--- config.mk ---
export PLATFORM = sky130hd
export DESIGN_NAME = lvl_irq_ctrl
export DESIGN_NICKNAME = d
export VERILOG_FILES = /design/src/rtl/irq_agg_pkg.sv /design/src/rtl/irq_agg_sync.sv /design/src/rtl/irq_agg_regs.sv /design/src/rtl/irq_agg_gate.sv /design/src/rtl/lvl_irq_ctrl.sv
export SDC_FILE = /design/constraint.sdc
export NUM_CORES = 1
export LEC_CHECK = 0
export ABC_AREA = 1
export ABC_CLOCK_PERIOD_IN_PS = 3800
export BUFFER_PORTS_ARGS = -buffer_cell sky130_fd_sc_hd__buf_2
export CAP_MARGIN = 20
export CELL_PAD_IN_SITES_DETAIL_PLACEMENT = 0
export CELL_PAD_IN_SITES_GLOBAL_PLACEMENT = 2
export CORE_ASPECT_RATIO = 1.75
export CORE_MARGIN = 5
export CORE_UTILIZATION = 37
export DETAILED_ROUTE_END_ITERATION = 6
export PLACE_DENSITY = 0.87
export SLEW_MARGIN = 20
export SYNTH_ARGS = -nofsm -noshare
export SYNTH_HDL_FRONTEND = slang
export SYNTH_SLANG_ARGS = --single-unit
--- constraint.sdc ---
create_clock -name clk_i -period 3.8 [get_ports clk_i]
set_input_delay 0.76 -clock clk_i [delete_from_list [all_inputs] [get_ports clk_i]]
set_output_delay 0.76 -clock clk_i [all_outputs]
set_load 0.03 [all_outputs]
--- src/rtl/irq_agg_pkg.sv ---
package irq_agg_pkg;
  localparam int unsigned MAX_SRC = 64;
  localparam int unsigned WORD_W  = 32;

  localparam logic [11:0] OFS_EN_LO   = 12'h000;
  localparam logic [11:0] OFS_EN_HI   = 12'h004;
  localparam logic [11:0] OFS_MASK_LO = 12'h008;
  localparam logic [11:0] OFS_MASK_HI = 12'h00C;
  localparam logic [11:0] OFS_FS_LO   = 12'h030;
  localparam logic [11:0] OFS_FS_HI   = 12'h034;

  function automatic logic [MAX_SRC-1:0] impl_bits(int unsigned n);
    logic [MAX_SRC-1:0] v;
    v = '0;
    for (int unsigned i = 0; i < MAX_SRC; i++) v[i] = (i < n);
    return v;
  endfunction
endpackage

--- src/rtl/irq_agg_sync.sv ---
module irq_agg_sync #(
  parameter int unsigned W = 2
) (
  input  logic         clk_i,
  input  logic         rst_ni,
  input  logic [W-1:0] d_i,
  output logic [W-1:0] q_o
);
  logic [W-1:0] s1_q, s2_q;

  always_ff @(posedge clk_i or negedge rst_ni) begin
    if (!rst_ni) begin
      s1_q <= '0;
      s2_q <= '0;
    end else begin
      s1_q <= d_i;
      s2_q <= s1_q;
    end
  end

  assign q_o = s2_q;
endmodule

--- src/rtl/irq_agg_regs.sv ---
module irq_agg_regs
  import irq_agg_pkg::*;
#(
  parameter int unsigned NUM_SRC = 64,
  parameter int unsigned ADDR_W  = 12
) (
  input  logic               clk_i,
  input  logic               rst_ni,
  input  logic               wr_i,
  input  logic [ADDR_W-1:0]  addr_i,
  input  logic [WORD_W-1:0]  wdata_i,
  output logic [MAX_SRC-1:0] en_o,
  output logic [MAX_SRC-1:0] mask_o
);
  localparam logic [MAX_SRC-1:0] IMPL = impl_bits(NUM_SRC);
  localparam int unsigned NWORDS = MAX_SRC / WORD_W;

  logic [MAX_SRC-1:0] en_q, mask_q;

  for (genvar w = 0; w < NWORDS; w++) begin : g_word
    localparam logic [ADDR_W-1:0] A_EN   = ADDR_W'(OFS_EN_LO)   + ADDR_W'(4 * w);
    localparam logic [ADDR_W-1:0] A_MASK = ADDR_W'(OFS_MASK_LO) + ADDR_W'(4 * w);
    localparam logic [WORD_W-1:0] KEEP   = IMPL[w*WORD_W +: WORD_W];

    always_ff @(posedge clk_i or negedge rst_ni) begin
      if (!rst_ni) begin
        en_q[w*WORD_W +: WORD_W]   <= '0;
        mask_q[w*WORD_W +: WORD_W] <= '0;
      end else if (wr_i) begin
        if (addr_i == A_EN)   en_q[w*WORD_W +: WORD_W]   <= wdata_i & KEEP;
        if (addr_i == A_MASK) mask_q[w*WORD_W +: WORD_W] <= wdata_i & KEEP;
      end
    end

    AST_EN_WORD_WR: assert property (@(posedge clk_i) disable iff (!rst_ni)
      (wr_i && addr_i == A_EN) |=> en_q[w*WORD_W +: WORD_W] == ($past(wdata_i) & KEEP));
    AST_MASK_WORD_WR: assert property (@(posedge clk_i) disable iff (!rst_ni)
      (wr_i && addr_i == A_MASK) |=> mask_q[w*WORD_W +: WORD_W] == ($past(wdata_i) & KEEP));
  end

  assign en_o   = en_q;
  assign mask_o = mask_q;

  AST_RO_WRITE_IGNORED: assert property (@(posedge clk_i) disable iff (!rst_ni)
    (wr_i && (addr_i == ADDR_W'(OFS_FS_LO) || addr_i == ADDR_W'(OFS_FS_HI)))
      |=> ($stable(en_q) && $stable(mask_q)));
  AST_ABSENT_BITS_ZERO: assert property (@(posedge clk_i) disable iff (!rst_ni)
    wr_i |=> (((en_q | mask_q) & ~IMPL) == '0));
endmodule

--- src/rtl/irq_agg_gate.sv ---
module irq_agg_gate
  import irq_agg_pkg::*;
(
  input  logic               clk_i,
  input  logic               rst_ni,
  input  logic [MAX_SRC-1:0] raw_i,
  input  logic [MAX_SRC-1:0] en_i,
  input  logic [MAX_SRC-1:0] mask_i,
  output logic [MAX_SRC-1:0] status_o,
  output logic               irq_o
);
  logic irq_q;

  assign status_o = raw_i & en_i & ~mask_i;

  always_ff @(posedge clk_i or negedge rst_ni) begin
    if (!rst_ni) irq_q <= 1'b0;
    else         irq_q <= |status_o;
  end

  assign irq_o = irq_q;

  AST_IRQ_LAGS_STATUS: assert property (@(posedge clk_i) disable iff (!rst_ni)
    1'b1 |=> (irq_o == $past(|status_o)));
  AST_QUIET_LINES: assert property (@(posedge clk_i) disable iff (!rst_ni)
    (raw_i == '0) |=> !irq_o);
endmodule

--- src/rtl/lvl_irq_ctrl.sv ---
module lvl_irq_ctrl
  import irq_agg_pkg::*;
#(
  parameter int unsigned NUM_SRC = 64,
  parameter int unsigned ADDR_W  = 12
) (
  input  logic               clk_i,
  input  logic               rst_ni,
  input  logic               psel_i,
  input  logic               penable_i,
  input  logic               pwrite_i,
  input  logic [ADDR_W-1:0]  paddr_i,
  input  logic [WORD_W-1:0]  pwdata_i,
  output logic [WORD_W-1:0]  prdata_o,
  output logic               pready_o,
  output logic               pslverr_o,
  input  logic [NUM_SRC-1:0] src_i,
  output logic               irq_o
);
  logic [NUM_SRC-1:0] src_sync;
  logic [MAX_SRC-1:0] raw_w, en_w, mask_w, status_w;
  logic               wr_w, hit_w;
  logic [WORD_W-1:0]  rdata_w;

  assign wr_w  = psel_i && penable_i && pwrite_i;
  assign raw_w = MAX_SRC'(src_sync);

  irq_agg_sync #(.W(NUM_SRC)) u_sync (
    .clk_i (clk_i),
    .rst_ni(rst_ni),
    .d_i   (src_i),
    .q_o   (src_sync)
  );

  irq_agg_regs #(.NUM_SRC(NUM_SRC), .ADDR_W(ADDR_W)) u_regs (
    .clk_i  (clk_i),
    .rst_ni (rst_ni),
    .wr_i   (wr_w),
    .addr_i (paddr_i),
    .wdata_i(pwdata_i),
    .en_o   (en_w),
    .mask_o (mask_w)
  );

  irq_agg_gate u_gate (
    .clk_i   (clk_i),
    .rst_ni  (rst_ni),
    .raw_i   (raw_w),
    .en_i    (en_w),
    .mask_i  (mask_w),
    .status_o(status_w),
    .irq_o   (irq_o)
  );

  always_comb begin
    rdata_w = '0;
    hit_w   = 1'b1;
    case (paddr_i)
      ADDR_W'(OFS_EN_LO):   rdata_w = en_w[31:0];
      ADDR_W'(OFS_EN_HI):   rdata_w = en_w[63:32];
      ADDR_W'(OFS_MASK_LO): rdata_w = mask_w[31:0];
      ADDR_W'(OFS_MASK_HI): rdata_w = mask_w[63:32];
      ADDR_W'(OFS_FS_LO):   rdata_w = status_w[31:0];
      ADDR_W'(OFS_FS_HI):   rdata_w = status_w[63:32];
      default:              hit_w   = 1'b0;
    endcase
  end

  assign prdata_o  = (psel_i && !pwrite_i) ? rdata_w : '0;
  assign pready_o  = 1'b1;
  assign pslverr_o = 1'b0;

  AST_STATUS_GATED: assert property (@(posedge clk_i) disable iff (!rst_ni)
    (status_w & ~(en_w & ~mask_w)) == '0);
  AST_UNMAPPED_ZERO: assert property (@(posedge clk_i) disable iff (!rst_ni)
    (psel_i && !pwrite_i && !hit_w) |-> (prdata_o == '0));
endmodule

* Word level (Yosys, flattened, before mapping)
Cells that the tools add are included.
Storage, ports and cells: logic and storage cells 27, flip-flop bits (word level) 257, input port bits 113
Operators by class: eq/ne operators 5, reductions and logical operators 10, bitwise gates (word level) 3, muxes and demuxes 2
Operators by type and width (count):
- $pmux W32 S6 | 1
- $and A64 B64 Y64 | 2
- $not A64 Y64 | 1
- $reduce_or A64 Y1 | 1
- $mux W32 | 1
- $eq A12 B4 Y1 const B | 2
- $eq A12 B6 Y1 const B | 2
- $eq A12 B3 Y1 const B | 1
- $logic_not A12 Y1 | 1
- $reduce_and A2 Y1 | 4
- $logic_and A1 B1 Y1 | 3
- $logic_not A1 Y1 | 1

* Longest topological paths before layout
Gate-level depths: netlist of the first run.
depth in word-level cells 4, mapped depth 11, mapped depth without buffers 10

* Modules after synthesis
From an unflattened synthesis of the first run, not the netlist that was laid out.
Unflattened totals: cell total of the unflattened synthesis 1346, area total of the unflattened synthesis 11179.5 um^2
By module, submodules not included:
- irq_agg_regs | area an instance 5093.6 um^2, cells each 573, times used 1
- irq_agg_sync | area an instance 3203.1 um^2, cells each 128, times used 1
- lvl_irq_ctrl | area an instance 2118.3 um^2, cells each 453, times used 1
- irq_agg_gate | area an instance 764.5 um^2, cells each 192, times used 1

* Least setup slack after synthesis of the first run
Ideal clock, no wire load.
path type input to output, start in paddr_i[1], end out prdata_o[0], stages 11, required time 3040 ps, slack 917 ps, arrival time 2123 ps, cells stage by stage nor2_1 -> inv_2 -> nor2_2 -> buf_2 -> buf_2 -> nand3_1 -> nand2_1 -> clkinv_1 -> nand2_1 -> nor2_1 -> nor2_1
On the way: word-level cells in the longest chain between the ends 3
Ends and longest elaborated chain:
- start: declaration | line lvl_irq_ctrl.sv:12 | input logic [ADDR_W-1:0] paddr_i,
- $eq A12 B6 Y1, or another cell as far along
- $pmux W32 S6 (*) | line lvl_irq_ctrl.sv:58 | case (paddr_i)
- $mux W32 (*) | line lvl_irq_ctrl.sv:69 | assign prdata_o = (psel_i && !pwrite_i) ? rdata_w : '0;
- end: declaration | line lvl_irq_ctrl.sv:14 | output logic [WORD_W-1:0] prdata_o,
Mark *: on every way between the ends. The rest lies on a longest branch, timed or not.

* Worst setup path in the final report of the first run
start in paddr_i[11], end out prdata_o[31]
The elaborated chain is that of the path after synthesis.

==> metrics.yaml, run 1 <==
sta:
  rsz0062_at_grt: "no"
  slew-limit-headroom: 0.5630
  timing.fmax_mhz: 293.6
  setup_viol: 0
  worstMarginPinSlew_ns: 0.6531
  setup_ws_ns: 0.3946
  min_period_ns: 3.405
  drv_slew: 0
  fin_crit_sh: 0.8962
  finalSetupTns_ns: 0
  final.setup_skew_ns: 0.009847
  hold_violations: 0
logic_synthesis:
  ys_seq_area_frac: 0.5808
  synth_top_area_share: 0.5808
  syn_area_sq_um: 11070
  yosys_warnings: 0
  synth_top_flop_cell: "dfrtp_1"
  synth_edf_count: 0
  yosysMostFrequentCell: "nand2_1"
  yosys.area.top_type: "dfrtp_1"
  ys_types: 22
  ys_seq_elements: 257
  synthCells: 1312
  syn_nets: 1425
  async_flop_share: 1.000
  synthTopCellsByArea: "dfrtp_1 (58%), nand2_1 (12%), nand3_1 (6.1%)"
  synthTopCellsByCount: "nand2_1 (356), dfrtp_1 (257), inv_1 (138), nand3_1 (135), nor2_1 (135)"
  synth_area_per_cell_sq_um: 8.440
floorplanning:
  dieArea_sq_um: 33620
  die_h_um: 238.9
  start_util: 0.3754
  core_sq_um: 29490
  dieWidth_um: 140.8
  rows: 83
  num_io_pins: 148
global_route:
  grt_max_degree: 78
  grt_remaining_overflow: 0
  gr-usage-all-layers: 0.1889
  antenna_found_initial: 1
  grt_pass1_wl_um: 49780
  grt_pass1_vias: 9134
layout:
  diodes: 0
  final_area_sq_um: 13100
  drive_gt1_frac: 0.1629
  fin_nets: 1565
  syn_to_final_growth_pct: 18.27
placement:
  dpl.hpwl_um: 20920
  place_ws_ns: 0.3768
  gp_congestion: 0.8021
  place_area_sq_um: 12340
  portBuffers: 145
critical_path:
  path_class: "in -> out"
  setup.worst_path.start_class: "input pin"
  r2r_slack_ns: 2.40
  cp_max_fo: 33
  endpoint_kind: "output port"
  worst_ep_arrival_time_ns: 2.65
  critPathRequiredTime_ns: 3.04
clock_network:
  tritoncts: "yes"
  hold_buffers: 0
  htreeDepth: 1
  numCtsBuffers: 25
  clockBufferDepth: 3
  clk_pin_slew_ns: 0.06
  cts.sinks: 257
  postCtsSetupBuffers: 0
  cts-root-buf: "clkbuf_16"
  clk_latency_ns: 0.53
  postCtsResizedCells: 0
routing:
  via_count: 8840
  drc_errors: 0
  drt_wl_total_um: 31430
  first_pass_iters: 7
  wire_per_inst_um: 17.00
  antenna_left: 0
  via_per_inst: 4.781
  drtIter0Drc: 437
min_path:
  worstHoldPathType: "in -> async"
pwr:
  powerDensity_nw_per_um2: 411.2
  ir_drop_mv: 0.3500
  leakagePower_nw: 6.781
run:
  cap_violations: 0
status:
  status: "completed"
==> logic make-up (layout without fill, tap and decap cells) <==
logic type / after synthesis / in the layout / synth area share
AND/OR/NAND/NOR: 662 / 662 / 0.2515
flip-flops: 257 / 257 / 0.5808
buffers and inverters: 218 / 373 / 0.08158
AO/OA/AOI/OAI: 173 / 173 / 0.08542
other: 2 / 2 / 0.0006782
==> path summary, 6_finish.rpt <==
| path | to | from | cells after the start |
|---|---|---|---|
| min reg2reg | u_sync.q_o[21] | u_sync.s1_q[21] | 0 |
| min | u_sync.s1_q[59] | rst_ni | 1 |
| max in group asynchronous | u_sync.s1_q[1] | rst_ni | 2 |
| max reg2reg | u_gate.irq_o | u_regs.en_o[4] | 8 |
| min in group clk_i | u_sync.s1_q[55] | src_i[55] | 1 |
| max | prdata_o[31] | paddr_i[11] | 11 |
==> placed cells by master, fill, tap and decap left out, drive strengths merged <==
cell type	netlist	layout
clkbuf	16	36
a21oi	12	12
nand3b	13	13
o21ai	129	129
nor2	143	143
conb	2	2
inv	152	152
o21a	32	32
buf	48	177
dfrtp	257	257
clkinv	2	5
clkinvlp	0	3
nand2	359	359
nand3	135	135
nand4	12	12
==> flip-flops by register name, summed over array words and instances, names as in the netlist <==
register and cells:
u_regs.mask_o 64, u_regs.en_o 64, u_sync.s1_q 64, u_sync.q_o 64, u_gate.irq_o 1
==> report_power, final <==
part | internal [mW] | switching (mW) | total [mW] | leakage (nW)
combinational | 0.0680 | 0.147 | 0.215 | 3.13
clock | 1.30 | 1.04 | 2.34 | 0.363
sequential | 2.81 | 0.0242 | 2.83 | 3.29
total | 4.18 | 1.21 | 5.38 | 6.78
==> routing by layer <==
| metal | vias to the layer above | GRT usage | part of all wire |
|---|---|---|---|
| met5 | - | 0 | 0.00032 |
| met4 | 2 | 0.05848 | 0.028 |
| met1 | 4202 | 0.2313 | 0.41 |
| met3 | 51 | 0.02622 | 0.044 |
| li1 | 4385 | - | - |
| met2 | 200 | 0.3430 | 0.52 |
==> layout make-up <==
| cell class | count | area (sq um) |
|---|---|---|
| Tap cell | 382 | 478.0 |
| Timing Repair Buffer | 177 | 1101 |
| Clock inverter | 6 | 37.54 |
| Inverter | 154 | 578.1 |
| Fill cell | 3061 | 16400 |
| Sequential cell | 257 | 6431 |
| Clock buffer | 36 | 716.9 |
| Multi-Input combinational cell | 837 | 3754 |
==> critical path: stages <==
cell and delay, ns:
buf_2 0.09, nor2_1 0.09, nand2_1 0.14, nor2_4 0.18, buf_4 0.45, o21ai_1 0.10, nand2_1 0.09, nand2_1 0.06
buf_4 0.22, nor2_1 0.22, buf_2 0.24
==> stage by stage <==
step | utilization | hold WS [ns] | total power [mW] | std cells
after floorplan | - | 0.3312 | 2.933 | 1312
after global placement | 0.4185 | 0.3313 | 3.103 | 1807
after detailed placement | 0.4185 | 0.3347 | 3.106 | 1807
after CTS | 0.4440 | 0.2002 | 5.471 | 1849
after global routing | 0.4440 | 0.2132 | 5.608 | 1849
final | 0.4440 | 0.1707 | 5.385 | 1849
Note: power is estimated with default switching activity, not from simulation.
==> run 2: changes to the inputs <==
--- a/config.mk
+++ b/config.mk
@@ -7,14 +7,14 @@
 export LEC_CHECK = 0
 export ABC_AREA = 1
 export ABC_CLOCK_PERIOD_IN_PS = 3800
-export BUFFER_PORTS_ARGS = -buffer_cell sky130_fd_sc_hd__buf_2
 export CAP_MARGIN = 20
 export CELL_PAD_IN_SITES_DETAIL_PLACEMENT = 0
 export CELL_PAD_IN_SITES_GLOBAL_PLACEMENT = 2
 export CORE_ASPECT_RATIO = 1.75
 export CORE_MARGIN = 5
-export CORE_UTILIZATION = 37
+export CORE_UTILIZATION = 41
 export DETAILED_ROUTE_END_ITERATION = 6
+export DONT_BUFFER_PORTS = 1
 export PLACE_DENSITY = 0.87
 export SLEW_MARGIN = 20
 export SYNTH_ARGS = -nofsm -noshare
==> run 2 against run 1 <==
The flow now finishes with violations (negative hold slack). Clock skew hardly changed. Cell area shrank 4.9%. Sequential share of layout area grew 2.5 points. Largest power group unchanged. Power grew 0.83%. Sequential power barely moved. Register-to-register slack worse by 0.05 ns. Core utilization grew 2.4 points. Wire length down 2.2%. Critical path type unchanged. Clock-buffer cell count decreased by 5. Combinational power decreased by 59%. Worst setup slack improved by 0.25 ns. Global-route usage increased by 1.6 points. Critical endpoint is now prdata_o[23].
==> metrics.yaml, run 2 (synthesis gave the netlist of run 1 again) <==
pwr:
  ir_drop_mv: 0.3898
  power_mw: 5.430
  leakagePower_nw: 6.287
  powerDensity_nw_per_um2: 435.9
floorplanning:
  rows: 79
  die_h_um: 227.4
  dieArea_sq_um: 30520
  start_util: 0.4165
  num_io_pins: 148
  dieWidth_um: 134.2
  core_sq_um: 26590
sta:
  fin_crit_sh: 0.8308
  finalSetupTns_ns: 0
  timing.fmax_mhz: 316.7
  drv_slew: 0
  worst_hold_slack_ns: -0.06810
  rsz0062_at_grt: "no"
  setup_viol: 0
  setup_ws_ns: 0.6429
  worstMarginPinSlew_ns: 0.7901
  hold_violations: 141
  final.setup_skew_ns: 0.01004
  slew-limit-headroom: 0.4714
  min_period_ns: 3.157
routing:
  via_count: 8433
  drc_errors: 0
  via_per_inst: 5.047
  wl_met3_um: 1599
  antenna_left: 0
  wire_per_inst_um: 18.40
  first_pass_iters: 5
  met1_length_um: 12320
  route.met2.wl_um: 16050
  maxUsedRoutingLayer: "met4"
  drt_wl_total_um: 30750
  drtIter0Drc: 426
critical_path:
  cp_max_fo: 35
  reg2regPathDepth: 8
  worst_ep_arrival_time_ns: 2.40
  r2r-start: "u_regs.en_o[10]"
  critPathRequiredTime_ns: 3.04
  path_class: "in -> out"
  r2r_slack_ns: 2.35
  setup.worst_path.start_class: "input pin"
  endpoint_kind: "output port"
  r2r-end: "u_gate.irq_o"
status:
  status: "finished with violations"
  violations: "negative hold slack"
run:
  cap_violations: 0
clock_network:
  cts-root-buf: "clkbuf_16"
  htreeDepth: 1
  tritoncts: "yes"
  clk_latency_ns: 0.53
  clockBufferDepth: 3
  clk_pin_slew_ns: 0.06
  numCtsBuffers: 25
  postCtsResizedCells: 0
  cts.sinks: 257
  postCtsSetupBuffers: 0
layout:
  regArea_sq_um: 6431
  diodes: 0
  fill_cells: 2597
  fin_nets: 1443
  drive_gt1_frac: 0.09057
  multi_input_area_sq_um: 3756
  final_common_cell: "nand2_1"
  stdcell_count: 1671
  syn_to_final_growth_pct: 12.50
  final_cell_mix: "nand2_1 (355), dfrtp_1 (257), inv_1 (138)"
min_path:
  worstHoldPathType: "in -> async"
placement:
  placedCellCount: 1627
  gp_congestion: 0.7853
  dpl.hpwl_um: 19360
  place_ws_ns: 0.6321
  portBuffers: 0
global_route:
  grt_pass1_wl_um: 48760
  gr-usage-all-layers: 0.2053
  grt_remaining_overflow: 0
  grt_max_degree: 258
  antenna_found_initial: 0
  grt_pass1_vias: 8857
## run 2: cell count changes in the layout (fill, tap and decap cells not counted), moves of 2 or more
cell,delta
clkbuf_1,-2
clkbuf_8,-3
buf_12,-6
buf_4,+29
buf_2,-144
bufinv_16,+3
clkinvlp_4,+3
## run 2: metrics by stage
step | util | instance area [sq um]
after global routing | 0.4685 | 12460
after detailed placement | 0.4375 | 11630
after global placement | 0.4375 | 11630
final | 0.4685 | 12460
after floorplan | - | 11070
after CTS | 0.4685 | 12460
## run 2: power by group
part           internal, mW  total (mW)  leakage [nW]  switching [mW]
Combinational        0.0198      0.0890          2.61          0.0692
Sequential             2.81        2.83          3.29          0.0248
Clock                  1.45        2.51         0.386            1.06
Total                  4.28        5.43          6.29            1.15
## run 2: critical path, cell delays in order
cell     delay (ns)
nor2_1         0.08
nand2_1        0.14
nor2_4         0.30
buf_4          0.42
nand3_1        0.13
nand2_1        0.09
inv_1          0.04
nand2_1        0.07
nor2_1         0.06
nor2_1         0.11
buf_4          0.17
## run 2: cell type report
cell class	instances	share of cell area
Tap cell	324	0.03254
Timing Repair Buffer	55	0.03716
Multi-Input combinational cell	837	0.3015
Clock buffer	31	0.05364
Sequential cell	257	0.5163
Clock inverter	13	0.01245
Inverter	154	0.04640
## run 2: worst max path at each step
stage / start / end / cells after the start
finish: paddr_i[11] / prdata_o[23] / 11
global route: paddr_i[11] / prdata_o[29] / 11
CTS: paddr_i[11] / prdata_o[19] / 11
detailed placement: paddr_i[11] / prdata_o[19] / 11
global placement: paddr_i[9] / prdata_o[18] / 11
floorplan: paddr_i[1] / prdata_o[0] / 11
## run 2: metal layers
metal | global-route usage | vias up
met2 | 0.3744 | 196
met3 | 0.03582 | 43
met4 | 0.06443 | 0
met1 | 0.2464 | 4048
li1 | - | 4146
met5 | 0 | -
